### src/rtl/pio_pkg.sv
package pio_pkg;

    // Register word indices; the data..both order is decoded by software.
    localparam int REG_DATA = 0;
    localparam int REG_DIR  = 1;
    localparam int REG_MODE = 2;
    localparam int REG_OD   = 3;
    localparam int REG_PU   = 4;
    localparam int REG_STS  = 5;
    localparam int REG_EN   = 6;
    localparam int REG_BOTH = 7;
    localparam int REG_GSTS = 8;
    localparam int REG_GCLR = 9;
    localparam int REG_GEN  = 10;
    localparam int REG_SRST = 11;
    localparam int NUM_REGS = 12;

    typedef enum logic [0:0] {
        GEV_IDLE = 1'b0,
        GEV_PEND = 1'b1
    } gev_state_e;

endpackage

### src/rtl/pio_input_stage.sv
module pio_input_stage #(
    parameter int NPINS       = 24,
    parameter int SYNC_STAGES = 2
) (
    input  logic             clk,
    input  logic             rst_n,
    input  logic [NPINS-1:0] pad_in,
    output logic [NPINS-1:0] level_o,
    output logic [NPINS-1:0] rise_o,
    output logic [NPINS-1:0] fall_o
);

    logic [SYNC_STAGES-1:0][NPINS-1:0] chain_q;
    logic [NPINS-1:0]                  last_q;

    // Synchroniser chain plus one history stage for edge comparison.
    always_ff @(posedge clk or negedge rst_n) begin
        if (!rst_n) begin
            chain_q <= '0;
            last_q  <= '0;
        end else begin
            chain_q <= {chain_q[SYNC_STAGES-2:0], pad_in};
            last_q  <= chain_q[SYNC_STAGES-1];
        end
    end

    assign level_o = chain_q[SYNC_STAGES-1];
    assign rise_o  = level_o & ~last_q;
    assign fall_o  = ~level_o & last_q;

endmodule

### src/rtl/pio_irq_merge.sv
module pio_irq_merge
    import pio_pkg::*;
#(
    parameter int NPINS = 24
) (
    input  logic             clk,
    input  logic             rst_n,
    input  logic             soft_clr,
    input  logic [NPINS-1:0] sts_i,
    input  logic [NPINS-1:0] en_i,
    input  logic             ack_i,
    input  logic             gen_i,
    output logic             gsts_o,
    output logic             irq_o
);

    gev_state_e state_q, state_d;
    logic       pending;

    assign pending = |(sts_i & en_i);

    always_comb begin
        state_d = state_q;
        unique case (state_q)
            GEV_IDLE: if (pending)            state_d = GEV_PEND; // raise
            GEV_PEND: if (ack_i && !pending)  state_d = GEV_IDLE; // ack
            default:                          state_d = GEV_IDLE;
        endcase
    end

    always_ff @(posedge clk or negedge rst_n) begin
        if (!rst_n)        state_q <= GEV_IDLE;
        else if (soft_clr) state_q <= GEV_IDLE;
        else               state_q <= state_d;
    end

    always_comb begin
        gsts_o = (state_q == GEV_PEND);
        irq_o  = gsts_o && gen_i;
    end

endmodule

### src/rtl/pio_edge_ctrl.sv
module pio_edge_ctrl
    import pio_pkg::*;
#(
    parameter int NPINS       = 24,
    parameter int DW          = 32,
    parameter int AW          = 4,
    parameter int SYNC_STAGES = 2,
    parameter int FIX_LO      = 2,
    parameter int FIX_HI      = 5,
    parameter int GEV_BIT     = 4
) (
    input  logic             clk,
    input  logic             rst_n,
    input  logic             bus_wr,
    input  logic [AW-1:0]    bus_addr,
    input  logic [DW-1:0]    bus_wdata,
    output logic [DW-1:0]    bus_rdata,
    input  logic [NPINS-1:0] pad_in,
    output logic [NPINS-1:0] pad_out,
    output logic [NPINS-1:0] pad_oe,
    output logic [NPINS-1:0] pad_od,
    output logic [NPINS-1:0] pad_pu,
    output logic             irq
);

    function automatic logic [NPINS-1:0] fixed_out_mask();
        logic [NPINS-1:0] m;
        m = '0;
        for (int i = FIX_LO; i <= FIX_HI; i++) m[i] = 1'b1;
        return m;
    endfunction

    localparam logic [NPINS-1:0] FIXED_OUT = fixed_out_mask();
    localparam logic [NPINS-1:0] DIR_RST   = ~FIXED_OUT;

    logic [NUM_REGS-1:0] wsel;
    logic [NPINS-1:0]    wlo;
    logic                unused_hi;
    logic                soft_clr, ack;

    logic [NPINS-1:0] out_q, dir_q, mode_q, od_q, pu_q, sts_q, en_q, both_q;
    logic             gen_q, gsts;
    logic [NPINS-1:0] level, rise, fall, pin_ev, data_view;

    for (genvar r = 0; r < NUM_REGS; r++) begin : g_wsel
        assign wsel[r] = bus_wr && (bus_addr == AW'(r));
    end

    assign wlo       = bus_wdata[NPINS-1:0];
    assign unused_hi = ^bus_wdata[DW-1:NPINS];
    assign soft_clr  = wsel[REG_SRST] && bus_wdata[0];
    assign ack       = wsel[REG_GCLR] && bus_wdata[GEV_BIT];

    pio_input_stage #(.NPINS(NPINS), .SYNC_STAGES(SYNC_STAGES)) u_in (
        .clk     (clk),
        .rst_n   (rst_n),
        .pad_in  (pad_in),
        .level_o (level),
        .rise_o  (rise),
        .fall_o  (fall)
    );

    // Per-pin edge selection, gated by direction.
    for (genvar p = 0; p < NPINS; p++) begin : g_pin
        assign pin_ev[p] = dir_q[p] &
            (both_q[p] ? (rise[p] | fall[p]) : (mode_q[p] ? rise[p] : fall[p]));
    end

    always_ff @(posedge clk or negedge rst_n) begin
        if (!rst_n) begin
            out_q <= '0; dir_q <= DIR_RST; mode_q <= '0; od_q <= '0;
            pu_q  <= '0; sts_q <= '0;      en_q   <= '0; both_q <= '0;
            gen_q <= 1'b0;
        end else if (soft_clr) begin
            out_q <= '0; dir_q <= DIR_RST; mode_q <= '0; od_q <= '0;
            pu_q  <= '0; sts_q <= '0;      en_q   <= '0; both_q <= '0;
            gen_q <= 1'b0;
        end else begin
            if (wsel[REG_DATA]) out_q  <= wlo;
            if (wsel[REG_DIR])  dir_q  <= wlo & ~FIXED_OUT;
            if (wsel[REG_MODE]) mode_q <= wlo;
            if (wsel[REG_OD])   od_q   <= wlo;
            if (wsel[REG_PU])   pu_q   <= wlo;
            if (wsel[REG_EN])   en_q   <= wlo;
            if (wsel[REG_BOTH]) both_q <= wlo;
            if (wsel[REG_GEN])  gen_q  <= bus_wdata[GEV_BIT];
            sts_q <= (sts_q & ~(wsel[REG_STS] ? wlo : '0)) | pin_ev;
        end
    end

    pio_irq_merge #(.NPINS(NPINS)) u_gev (
        .clk      (clk),
        .rst_n    (rst_n),
        .soft_clr (soft_clr),
        .sts_i    (sts_q),
        .en_i     (en_q),
        .ack_i    (ack),
        .gen_i    (gen_q),
        .gsts_o   (gsts),
        .irq_o    (irq)
    );

    assign data_view = (dir_q & level) | (~dir_q & out_q);

    always_comb begin
        bus_rdata = '0;
        case (bus_addr)
            AW'(REG_DATA): bus_rdata = DW'(data_view);
            AW'(REG_DIR):  bus_rdata = DW'(dir_q);
            AW'(REG_MODE): bus_rdata = DW'(mode_q);
            AW'(REG_OD):   bus_rdata = DW'(od_q);
            AW'(REG_PU):   bus_rdata = DW'(pu_q);
            AW'(REG_STS):  bus_rdata = DW'(sts_q);
            AW'(REG_EN):   bus_rdata = DW'(en_q);
            AW'(REG_BOTH): bus_rdata = DW'(both_q);
            AW'(REG_GSTS): bus_rdata = DW'(gsts)  << GEV_BIT;
            AW'(REG_GEN):  bus_rdata = DW'(gen_q) << GEV_BIT;
            default:       bus_rdata = '0;
        endcase
    end

    assign pad_out = out_q;
    assign pad_oe  = ~dir_q;
    assign pad_od  = od_q;
    assign pad_pu  = pu_q;

endmodule

### config.mk
export PLATFORM = sky130hd
export DESIGN_NAME = pio_edge_ctrl
export DESIGN_NICKNAME = d
export VERILOG_FILES = /design/src/rtl/pio_pkg.sv /design/src/rtl/pio_input_stage.sv /design/src/rtl/pio_irq_merge.sv /design/src/rtl/pio_edge_ctrl.sv
export SDC_FILE = /design/constraint.sdc
export NUM_CORES = 1
export LEC_CHECK = 0
export BUFFER_PORTS_ARGS = -buffer_cell sky130_fd_sc_hd__buf_4
export CORE_MARGIN = 2
export CORE_UTILIZATION = 50
export CTS_BUF_LIST = sky130_fd_sc_hd__clkbuf_16
export DETAILED_ROUTE_END_ITERATION = 8
export PLACE_DENSITY_LB_ADDON = 0.25
export SYNTH_ARGS = -nofsm -noshare
export SYNTH_HDL_FRONTEND = slang
export SYNTH_SLANG_ARGS = --single-unit
### constraint.sdc
create_clock -name clk -period 1.8 [get_ports clk]
set_input_delay 0.36 -clock clk [delete_from_list [all_inputs] [get_ports clk]]
set_output_delay 0.36 -clock clk [all_outputs]
set_load 0.05 [all_outputs]
==> metrics.cfg <==
[grt]
grt_pass1_vias=11373
grt_antenna_before_repair=0
grt_overflow=0
grt_max_degree=62
grt_usage=0.320
grt_pass1_wl_um=64700

[synthesis]
syn_area_um2=12400
synth_most_common_cell=nand2_1
synth-warning-count=0
synth_seq_area_share=0.506
synth_seq_cells=250
yosysTopAreaCell=dfrtp_1
synthFlopType=dfrtp_1
syn_inst=1304
synth_area_leaders=dfrtp_1, nand2_1, a21oi_1, dfstp_2, ha_1
async_flop_share=1.00
ys_types=60
yosysTopAreaCellShare=0.464
synth_enable_flop_cells=0
synthTopCellsByCount=nand2_1, dfrtp_1, a21oi_1
synth.avg_cell_area_um2=9.52

[placement]
dpl_worst_slack_ns=-0.482
place_inst=1847
dp_hpwl_um=29000
place.gp.congestion=0.941
place.port_buffers=167

[drt]
drt-pass1-iter-count=7
wl_per_cell_um=21.6
vias=11555
first_iter_violations=1302
viasPerCell=5.88
drc_errors=0
routed_wl_um=42500
drtAntennaViolNets=0

[clock_tree]
clk_pin_slew_worst_paths_ns=0.06
cts_tree=built
cts-root-buf=clkbuf_16
htree_levels=1
max-clock-path-buffers=3
insertion_delay_ns=0.55
cts_buffers=28
cts_sinks=250

[finish]
final_cells=1966
fill_cells=1722
drive_above_1_share=0.342
utilization=0.707
nets=1723
syn2layout_area_growth_pct=38.6
n_antenna_cell=0

[die]
ioPinCount=192
fp.dieW_um=162
die_h_um=162
start_util=0.510
core_region_area_um2=24300
num_rows=57
die_area_um2=26100

[timing]
timing.fmax_mhz=401
worst_slew_pin_slew_ns=0.576
min_period_over_period=1.38
drv_slew=0
setup_viol=26
grt_setup_unrepaired=yes
hold_violations=0
layout_setup_ws_ns=-0.693
min_period_ns=2.49
max_slew_margin=0.616
setup_tns_ns=-10.32
fin_worst_skew_ns=0.00770

[worst_setup_path]
startpoint_type=flop
cpPeakStageDelay_ns=0.56
path_class=flop to output pin
cp.arrival_ns=2.13
crit_slowest_cell=or4b_4
worstPathMaxFanout=2
worstSetupEndpointType=output pin
crit_chain=a222oi_1, or4b_4, buf_6
required_ns=1.44

[run_status]
status=finished, violations left
violations=setup timing

[hold_path]
hold_class=primary input to flop

[job]
max_cap_violations=0

[power_and_ir_drop]
powerDensity_nw_per_um2=1160
leakage_nw=8.12
vdd_drop_max_mv=0.782
power_mw=19.9

==> path summary, 6_finish.rpt <==
| check | slack, ns | start | endpoint | cells after the start |
|---|---|---|---|---|
| worst max-delay path | -0.69 | pad_od[4] | bus_rdata[4] | 3 |
| worst min-delay path | 0.09 | bus_wdata[22] | pad_pu[22] | 3 |
| worst max register to register | 0.23 | en_q[1] | u_gev.gsts_o | 5 |
| worst min register to register | 0.35 | u_in.chain_q[16] | u_in.level_o[16] | 0 |
| max in group asynchronous | 0.73 | rst_n | dir_q[17] | 3 |
| min in group asynchronous | 0.36 | rst_n | pad_out[11] | 2 |
==> routing by layer <==
metal  up-vias  share of wire  GRT usage
li1       5071              -          -
met1      5665           0.38      0.425
met2       695           0.47      0.509
met3       124           0.11     0.0704
met4         0          0.040      0.138
met5         -              0          0
==> worst max-delay path, delay by kind of cell (launching register included) <==
kind,cells,cell delay [ns]
compound gates,1,0.42
buf+inv,1,0.18
flops,1,0.42
simple gates,1,0.56
==> through the flow <==
step	hold WS [ns]	cell area, um^2
final	0.0927	17200
after global routing	0.0951	17200
after CTS	0.0820	17000
after detailed placement	0.336	15100
after global placement	0.334	15100
after floorplan	0.0644	12800
==> final cells by class <==
class                   count  area (um^2)  share of cell area
multi-input cells         885         5700               0.331
flip-flops and latches    250         6280               0.365
clock buffers              29          726              0.0422
clock inverters            23          254              0.0148
inverters                  79          299              0.0174
well taps                 324          405              0.0236
repair buffers            376         3540               0.206
==> layout by cell type, fill, tap and decap left out, types with 6 or more instances in the layout <==
master	netlist	final
nand2_1	351	349
buf_4	32	267
dfrtp_1	230	230
a21oi_1	171	162
inv_1	79	75
ha_1	40	40
buf_6	11	39
o211ai_1	30	30
clkbuf_16	0	30
buf_12	0	29
a21oi_2	20	27
mux2_2	29	24
dlygate4sd3_1	0	21
dfstp_2	20	20
o21ai_0	25	19
buf_8	0	18
a22oi_1	28	16
mux2i_1	15	14
a22oi_2	0	12
conb_1	2	12
o21ai_1	8	11
o211ai_2	10	10
a22o_1	9	9
and3_1	10	9
nand3_1	22	8
nand3b_1	8	8
a222oi_1	8	8
nand3_4	0	8
and2_1	9	8
clkinv_1	0	8
nor2b_1	7	6
nand3_2	0	6
inv_2	0	6
bufinv_16	0	6
==> registers in the layout, indices dropped and copies added (netlist names) <==
name	count
dir_q	20
gen_q	1
u_in.level_o	20
u_in.last_q	20
pad_od	24
u_gev.gsts_o	1
both_q	24
pad_out	24
pad_pu	24
en_q	24
sts_q	24
mode_q	24
u_in.chain_q	20
==> logic make-up (layout without fill, tap and decap cells) <==
logic type | Yosys count | in the layout | share of synthesized area
compound gates | 351 | 351 | 0.182
fa+ha+maj | 40 | 40 | 0.0403
buf+inv | 179 | 507 | 0.0740
flops | 250 | 250 | 0.506
mux | 45 | 45 | 0.0402
other cells | 2 | 12 | 0.000605
simple gates | 437 | 437 | 0.157
==> report_power, final <==
group | switching [mW] | internal [mW]
sequential | 0.944 | 6.62
combinational | 3.77 | 2.50
clock | 2.36 | 3.75
==> repair_timing <==
item                                   in CTS  in global routing
hold buffers                               21                  0
gates cloned                                1                  1
endpoints found under the hold margin      65                  0
pin swaps                                  36                 30
setup endpoints to repair                  30                 29
resized for setup                          97                 32
setup buffers                              39                 12
No activity file was read; power rests on OpenSTA's default activity.
